`src/rtl/sftx_pkg.sv`:
```
package sftx_pkg;

  localparam int unsigned WORD_MAX = 8;

  // frame-control field positions
  localparam int unsigned FC_STOP  = 2;
  localparam int unsigned FC_PEN   = 3;
  localparam int unsigned FC_EVEN  = 4;
  localparam int unsigned FC_STICK = 5;
  localparam int unsigned FC_BRK   = 6;

  typedef enum logic [2:0] {
    ST_IDLE,
    ST_START,
    ST_DATA,
    ST_PAR,
    ST_STOP
  } tx_state_e;

  // number of data bits, 5..8
  function automatic logic [3:0] word_len(input logic [7:0] ctl);
    return 4'd5 + {2'b00, ctl[1:0]};
  endfunction

  // stop period measured in oversample ticks
  function automatic int unsigned stop_ticks(input logic [7:0] ctl,
                                             input int unsigned ovs);
    if (!ctl[FC_STOP])      return ovs;
    else if (ctl[1:0] == 2'b00) return ovs + ovs / 2;
    else                    return 2 * ovs;
  endfunction

  // value of the parity slot for a given word and format
  function automatic logic parity_bit(input logic [7:0] ctl,
                                      input logic [WORD_MAX-1:0] data);
    logic [WORD_MAX-1:0] kept;
    kept = data & ~(8'hFF << word_len(ctl));
    if (ctl[FC_STICK]) return ~ctl[FC_EVEN];
    return (^kept) ^ ~ctl[FC_EVEN];
  endfunction

endpackage

```
`src/rtl/sftx_hold.sv`:
```
module sftx_hold #(
  parameter int unsigned DW = 8
) (
  input  logic          clk,
  input  logic          rst_n,
  input  logic          wr_valid,
  output logic          wr_ready,
  input  logic [DW-1:0] wr_data,
  input  logic          take,
  output logic          full,
  output logic [DW-1:0] rd_data
);

  always_ff @(posedge clk or negedge rst_n) begin
    if (!rst_n) begin
      full    <= 1'b0;
      rd_data <= '0;
    end else if (wr_valid && !full) begin
      full    <= 1'b1;
      rd_data <= wr_data;
    end else if (take) begin
      full    <= 1'b0;
    end
  end

  assign wr_ready = !full;

endmodule

```
`src/rtl/sftx_engine.sv`:
```
module sftx_engine
  import sftx_pkg::*;
#(
  parameter int unsigned OVS = 16
) (
  input  logic                clk,
  input  logic                rst_n,
  input  logic                tick,
  input  logic [7:0]          ctl,
  input  logic                hold_full,
  input  logic [WORD_MAX-1:0] hold_data,
  output logic                load,
  output logic                busy,
  output logic                line
);

  localparam int unsigned CNT_W = $clog2(2 * OVS + 1);
  localparam logic [CNT_W-1:0] BIT_LAST = CNT_W'(OVS - 1);

  tx_state_e           state;
  logic [CNT_W-1:0]    cnt;
  logic [2:0]          idx;
  logic [WORD_MAX-1:0] shreg;
  logic [3:0]          nbits;
  logic                par_en;
  logic                par_val;
  logic [CNT_W-1:0]    stop_len;

  logic brk;
  logic bit_done;
  logic last_data;
  logic unused_ctl7;

  assign brk         = ctl[FC_BRK];
  assign unused_ctl7 = ctl[7];
  assign bit_done    = (cnt == BIT_LAST);
  assign last_data   = ({1'b0, idx} == nbits - 4'd1);
  assign load        = (state == ST_IDLE) && hold_full && !brk;
  assign busy        = (state != ST_IDLE);

  always_ff @(posedge clk or negedge rst_n) begin
    if (!rst_n) begin
      state    <= ST_IDLE;
      cnt      <= '0;
      idx      <= '0;
      shreg    <= '0;
      nbits    <= 4'd8;
      par_en   <= 1'b0;
      par_val  <= 1'b0;
      stop_len <= CNT_W'(OVS);
    end else if (brk) begin
      state <= ST_IDLE;
      cnt   <= '0;
    end else if (load) begin
      state    <= ST_START;
      cnt      <= '0;
      idx      <= '0;
      shreg    <= hold_data;
      nbits    <= word_len(ctl);
      par_en   <= ctl[FC_PEN];
      par_val  <= parity_bit(ctl, hold_data);
      stop_len <= CNT_W'(stop_ticks(ctl, OVS));
    end else if (tick && busy) begin
      unique case (state)
        ST_START: begin
          if (bit_done) begin
            state <= ST_DATA;
            cnt   <= '0;
          end else begin
            cnt <= cnt + 1'b1;
          end
        end
        ST_DATA: begin
          if (bit_done) begin
            cnt   <= '0;
            shreg <= shreg >> 1;
            idx   <= idx + 3'd1;
            if (last_data) state <= par_en ? ST_PAR : ST_STOP;
          end else begin
            cnt <= cnt + 1'b1;
          end
        end
        ST_PAR: begin
          if (bit_done) begin
            state <= ST_STOP;
            cnt   <= '0;
          end else begin
            cnt <= cnt + 1'b1;
          end
        end
        ST_STOP: begin
          if (cnt == stop_len - 1'b1) begin
            state <= ST_IDLE;
            cnt   <= '0;
          end else begin
            cnt <= cnt + 1'b1;
          end
        end
        default: state <= ST_IDLE;
      endcase
    end
  end

  // line level follows registered state; break forces spacing
  always_comb begin
    unique case (state)
      ST_START: line = 1'b0;
      ST_DATA:  line = shreg[0];
      ST_PAR:   line = par_val;
      default:  line = 1'b1;
    endcase
    if (brk) line = 1'b0;
  end

endmodule

```
`src/rtl/serial_frame_tx.sv`:
```
module serial_frame_tx
  import sftx_pkg::*;
#(
  parameter int unsigned OVS = 16
) (
  input  logic       clk,
  input  logic       rst_n,
  input  logic       baud_tick,
  input  logic [7:0] frame_ctl,
  input  logic [7:0] in_data,
  input  logic       in_valid,
  output logic       in_ready,
  output logic       txd,
  output logic       hold_empty,
  output logic       xmit_empty
);

  logic                hold_full;
  logic [WORD_MAX-1:0] hold_data;
  logic                load_pulse;
  logic                eng_busy;

  sftx_hold #(.DW(WORD_MAX)) u_hold (
    .clk      (clk),
    .rst_n    (rst_n),
    .wr_valid (in_valid),
    .wr_ready (in_ready),
    .wr_data  (in_data),
    .take     (load_pulse),
    .full     (hold_full),
    .rd_data  (hold_data)
  );

  sftx_engine #(.OVS(OVS)) u_engine (
    .clk       (clk),
    .rst_n     (rst_n),
    .tick      (baud_tick),
    .ctl       (frame_ctl),
    .hold_full (hold_full),
    .hold_data (hold_data),
    .load      (load_pulse),
    .busy      (eng_busy),
    .line      (txd)
  );

  assign hold_empty = !hold_full;
  assign xmit_empty = !hold_full && !eng_busy;

endmodule

```
`config.mk`:
```
export PLATFORM = sky130hd
export DESIGN_NAME = serial_frame_tx
export DESIGN_NICKNAME = d
export VERILOG_FILES = /design/src/rtl/sftx_pkg.sv /design/src/rtl/sftx_hold.sv /design/src/rtl/sftx_engine.sv /design/src/rtl/serial_frame_tx.sv
export SDC_FILE = /design/constraint.sdc
export NUM_CORES = 1
export LEC_CHECK = 0
export BUFFER_PORTS_ARGS = -buffer_cell sky130_fd_sc_hd__buf_2
export CORE_MARGIN = 1.5
export CORE_UTILIZATION = 30
export DETAILED_ROUTE_END_ITERATION = 10
export GPL_ROUTABILITY_DRIVEN = 0
export PLACE_DENSITY_LB_ADDON = 0.05
export SKIP_LAST_GASP = 1
export SYNTH_ARGS = -nofsm -noshare
export SYNTH_HDL_FRONTEND = slang
export SYNTH_SLANG_ARGS = --single-unit
```
`constraint.sdc`:
```
create_clock -name clk -period 3.76 [get_ports clk]
set_input_delay 0 -clock clk [delete_from_list [all_inputs] [get_ports clk]]
set_output_delay 0 -clock clk [all_outputs]
set_load 0.02 [all_outputs]
```
==> out/qor.yml <==
path_class: "reg -> reg"
drt_iter0_drc: 38
cts_buffers: 5
start_util_pct: 31.2
grt_start_max_net_pins: 39
syn_area_mm2: 0.00213
syn_inst: 219
syn_nets: 246
yosys.area.top_type: "dfrtp_1"
synth_top_area_share_pct: 42.3
grt_pass1_vias: 1548
dp_slack_ps: 1550
synth.avg_cell_area_um2: 9.74
row_count: 30
fin_crit_sh_pct: 58.4
clk_latency_ps: 290
clock-root-buffer: "clkbuf_8"
yosys-top-cells-area: "dfrtp_1, nand2_1, mux2i_1"
diodes: 0
grt_overflow: 0
layout-drive-gt1-share_pct: 19.4
tightest_slew_ps: 889
ys_types: 41
final.setup_skew_ps: 4.50
cts_tree: "built"
dieArea_mm2: 0.00762
synth_ff_type: "dfrtp_1"
outcome: "complete, no violations"
drc: 0
yosys_warnings: 0
io_buffers: 22
ys_ff_latch: 38
start_kind: "flop"
post-cts-setup-buffers: 0
hold_class: "in -> reg"
grt_pass1_wl_um: 7590
fin_nets: 279
ios: 24
ys_async_sr_fraction_pct: 100
drt_pass1_iterations: 4
critPathMaxFanout: 3
ir_worst_vdd_uv: 243
slew_violations: 0
setup-tns-final_ps: 0
rsz0062_at_grt: "false"
dpl.hpwl_um: 3040
crit_required_ps: 3940
grt_antenna_before_repair: 0
cts.htree.levels: 2
synth_edf_count: 0
max_freq_mhz: 455
layout_setup_ws_ps: 1560
comb_power_share_pct: 41.6
die_h_um: 87.3
vias_per_cell: 4.51
leakage_nw: 1.16
vias: 1573
cts_buffer_depth: 2
syn_to_final_growth_pct: 20.3
seq_area_frac_synth_pct: 44.7
finalSetupViolCount: 0
wl_per_cell_um: 12.7
ant_nets: 0
core-area_mm2: 0.00683
clk_pin_slew_ps: 80
power_density_mw_per_mm2: 753
cp_data_arrival_time_ps: 2380
finalHoldViolCount: 0
max_slew_margin_pct: 40.7
worst_setup_path_end_kind: "flop"
clkSinkCount: 38
clkPwrFrac_pct: 22.2
p_switching_w: 0.000712
wl_um: 4420
p_seq_share_pct: 36.3
cap_violations: 0
fp.dieW_um: 87.3
fin_crit_ps: 2200
swShare_pct: 36.9
p_int_w: 0.00122
grtUsageTotal_pct: 13.1
[flip-flops by register name (all words and copies together) (netlist names)]
| name | flops |
|---|---|
| u_hold.full | 1 |
| u_engine.par_val | 1 |
| u_engine.par_en | 1 |
| u_hold.rd_data | 8 |
| u_engine.nbits | 4 |
| u_engine.idx | 3 |
| u_engine.state | 3 |
| u_engine.cnt | 6 |
| u_engine.stop_len | 3 |
| u_engine.shreg | 8 |
[power groups by stage]
stage / Combinational, W / Clock [W] / Sequential [W]
floorplan: 0.000719 / 0 / 0.000646
global placement: 0.000801 / 0 / 0.000708
detailed placement: 0.000806 / 0 / 0.000710
CTS: 0.000819 / 0.000445 / 0.000701
global route: 0.000918 / 0.000461 / 0.000723
finish: 0.000803 / 0.000428 / 0.000700
[what timing repair did]
item | in CTS | in global routing
hold buffers | 14 | 0
gates resized for setup | 0 | 0
endpoints found under the hold margin | 49 | 0
[worst max-delay path: stages, from the launching register on]
cell	delay [ps]
dfstp_2	520
inv_1	40
ha_1	280
xnor2_1	120
or4_4	490
a32oi_1	200
nand2_2	120
mux2_4	300
[cell usage after synthesis (all sizes together) (4+ instances only)]
cell	number
a21oi	7
nand3	5
xor2	5
dfrtp	36
nor2b	5
inv	12
ha	7
xnor2	10
o21ai	21
mux2i	11
nand2	35
nor3	8
buf	4
clkbuf	7
mux2	9
nor2	11
[cell families (layout without fill, tap and decap cells)]
group,count (synthesis),count (layout),share of synthesized area [%]
AOI/OAI and AO/OA,39,39,10.9
DFF,38,38,44.7
and+or+nand+nor,75,75,16.6
xor gates and xnor gates,16,16,7.28
adders and majority gates,7,7,4.11
buffers and inverters,24,58,6.34
muxes,20,20,10.1
[final timing paths]
path | startpoint | to | slack [ps] | cells past startpoint
worst min-delay path | frame_ctl[5] | u_engine.par_val | 20 | 3
min in group asynchronous | rst_n | u_engine.state[0] | 360 | 2
worst min register to register | u_engine.nbits[3] | u_engine.nbits[3] | 470 | 2
worst max-delay path | u_engine.stop_len[4] | u_engine.state[0] | 1560 | 7
max in group asynchronous | rst_n | u_engine.shreg[1] | 2840 | 2
worst max register to register | u_engine.stop_len[4] | u_engine.state[0] | 1560 | 7
[metrics by stage]
step,area (µm²),utilization (%),power [W],std cells,hold slack [ps]
3_3_place_gp,2290,33.5,0.00151,327,195
4_1_cts,2560,37.5,0.00197,349,4.46
6_report,2560,37.5,0.00193,349,24.6
5_1_grt,2560,37.5,0.00210,349,25.4
2_1_floorplan,2130,-,0.00136,219,-296
3_5_place_dp,2290,33.5,0.00152,327,192
[final cells by class]
class / instances / area (µm²)
Clock buffer: 5 / 68.8
Clock inverter: 3 / 68.8
Fill cell: 739 / 4270
Inverter: 12 / 45.0
Multi-Input combinational cell: 157 / 1040
Sequential cell: 38 / 953
Tap cell: 96 / 120
Timing Repair Buffer: 38 / 265
[cells in the final DEF, fill, tap and decap left out, drive strengths merged, types with 7 or more instances in the layout]
cell         count
nor3             8
dlygate4sd3     14
xnor2           10
dfrtp           36
inv             12
mux2i           11
o21ai           21
nand2           35
mux2             9
a21oi            7
buf             24
ha               7
nor2            11
[metal layers]
| metal | vias up | part of all wire (%) | routed length [µm] | global-route usage (%) |
|---|---|---|---|---|
| met1 | 727 | 52 | 2310 | 18.0 |
| li1 | 811 | - | - | - |
| met5 | - | 0 | 0 | 0 |
| met2 | 27 | 42 | 1870 | 19.9 |
| met4 | 0 | 1.8 | 80 | 5.63 |
| met3 | 8 | 3.5 | 154 | 2.84 |
Power figures use the tool's default switching activity.
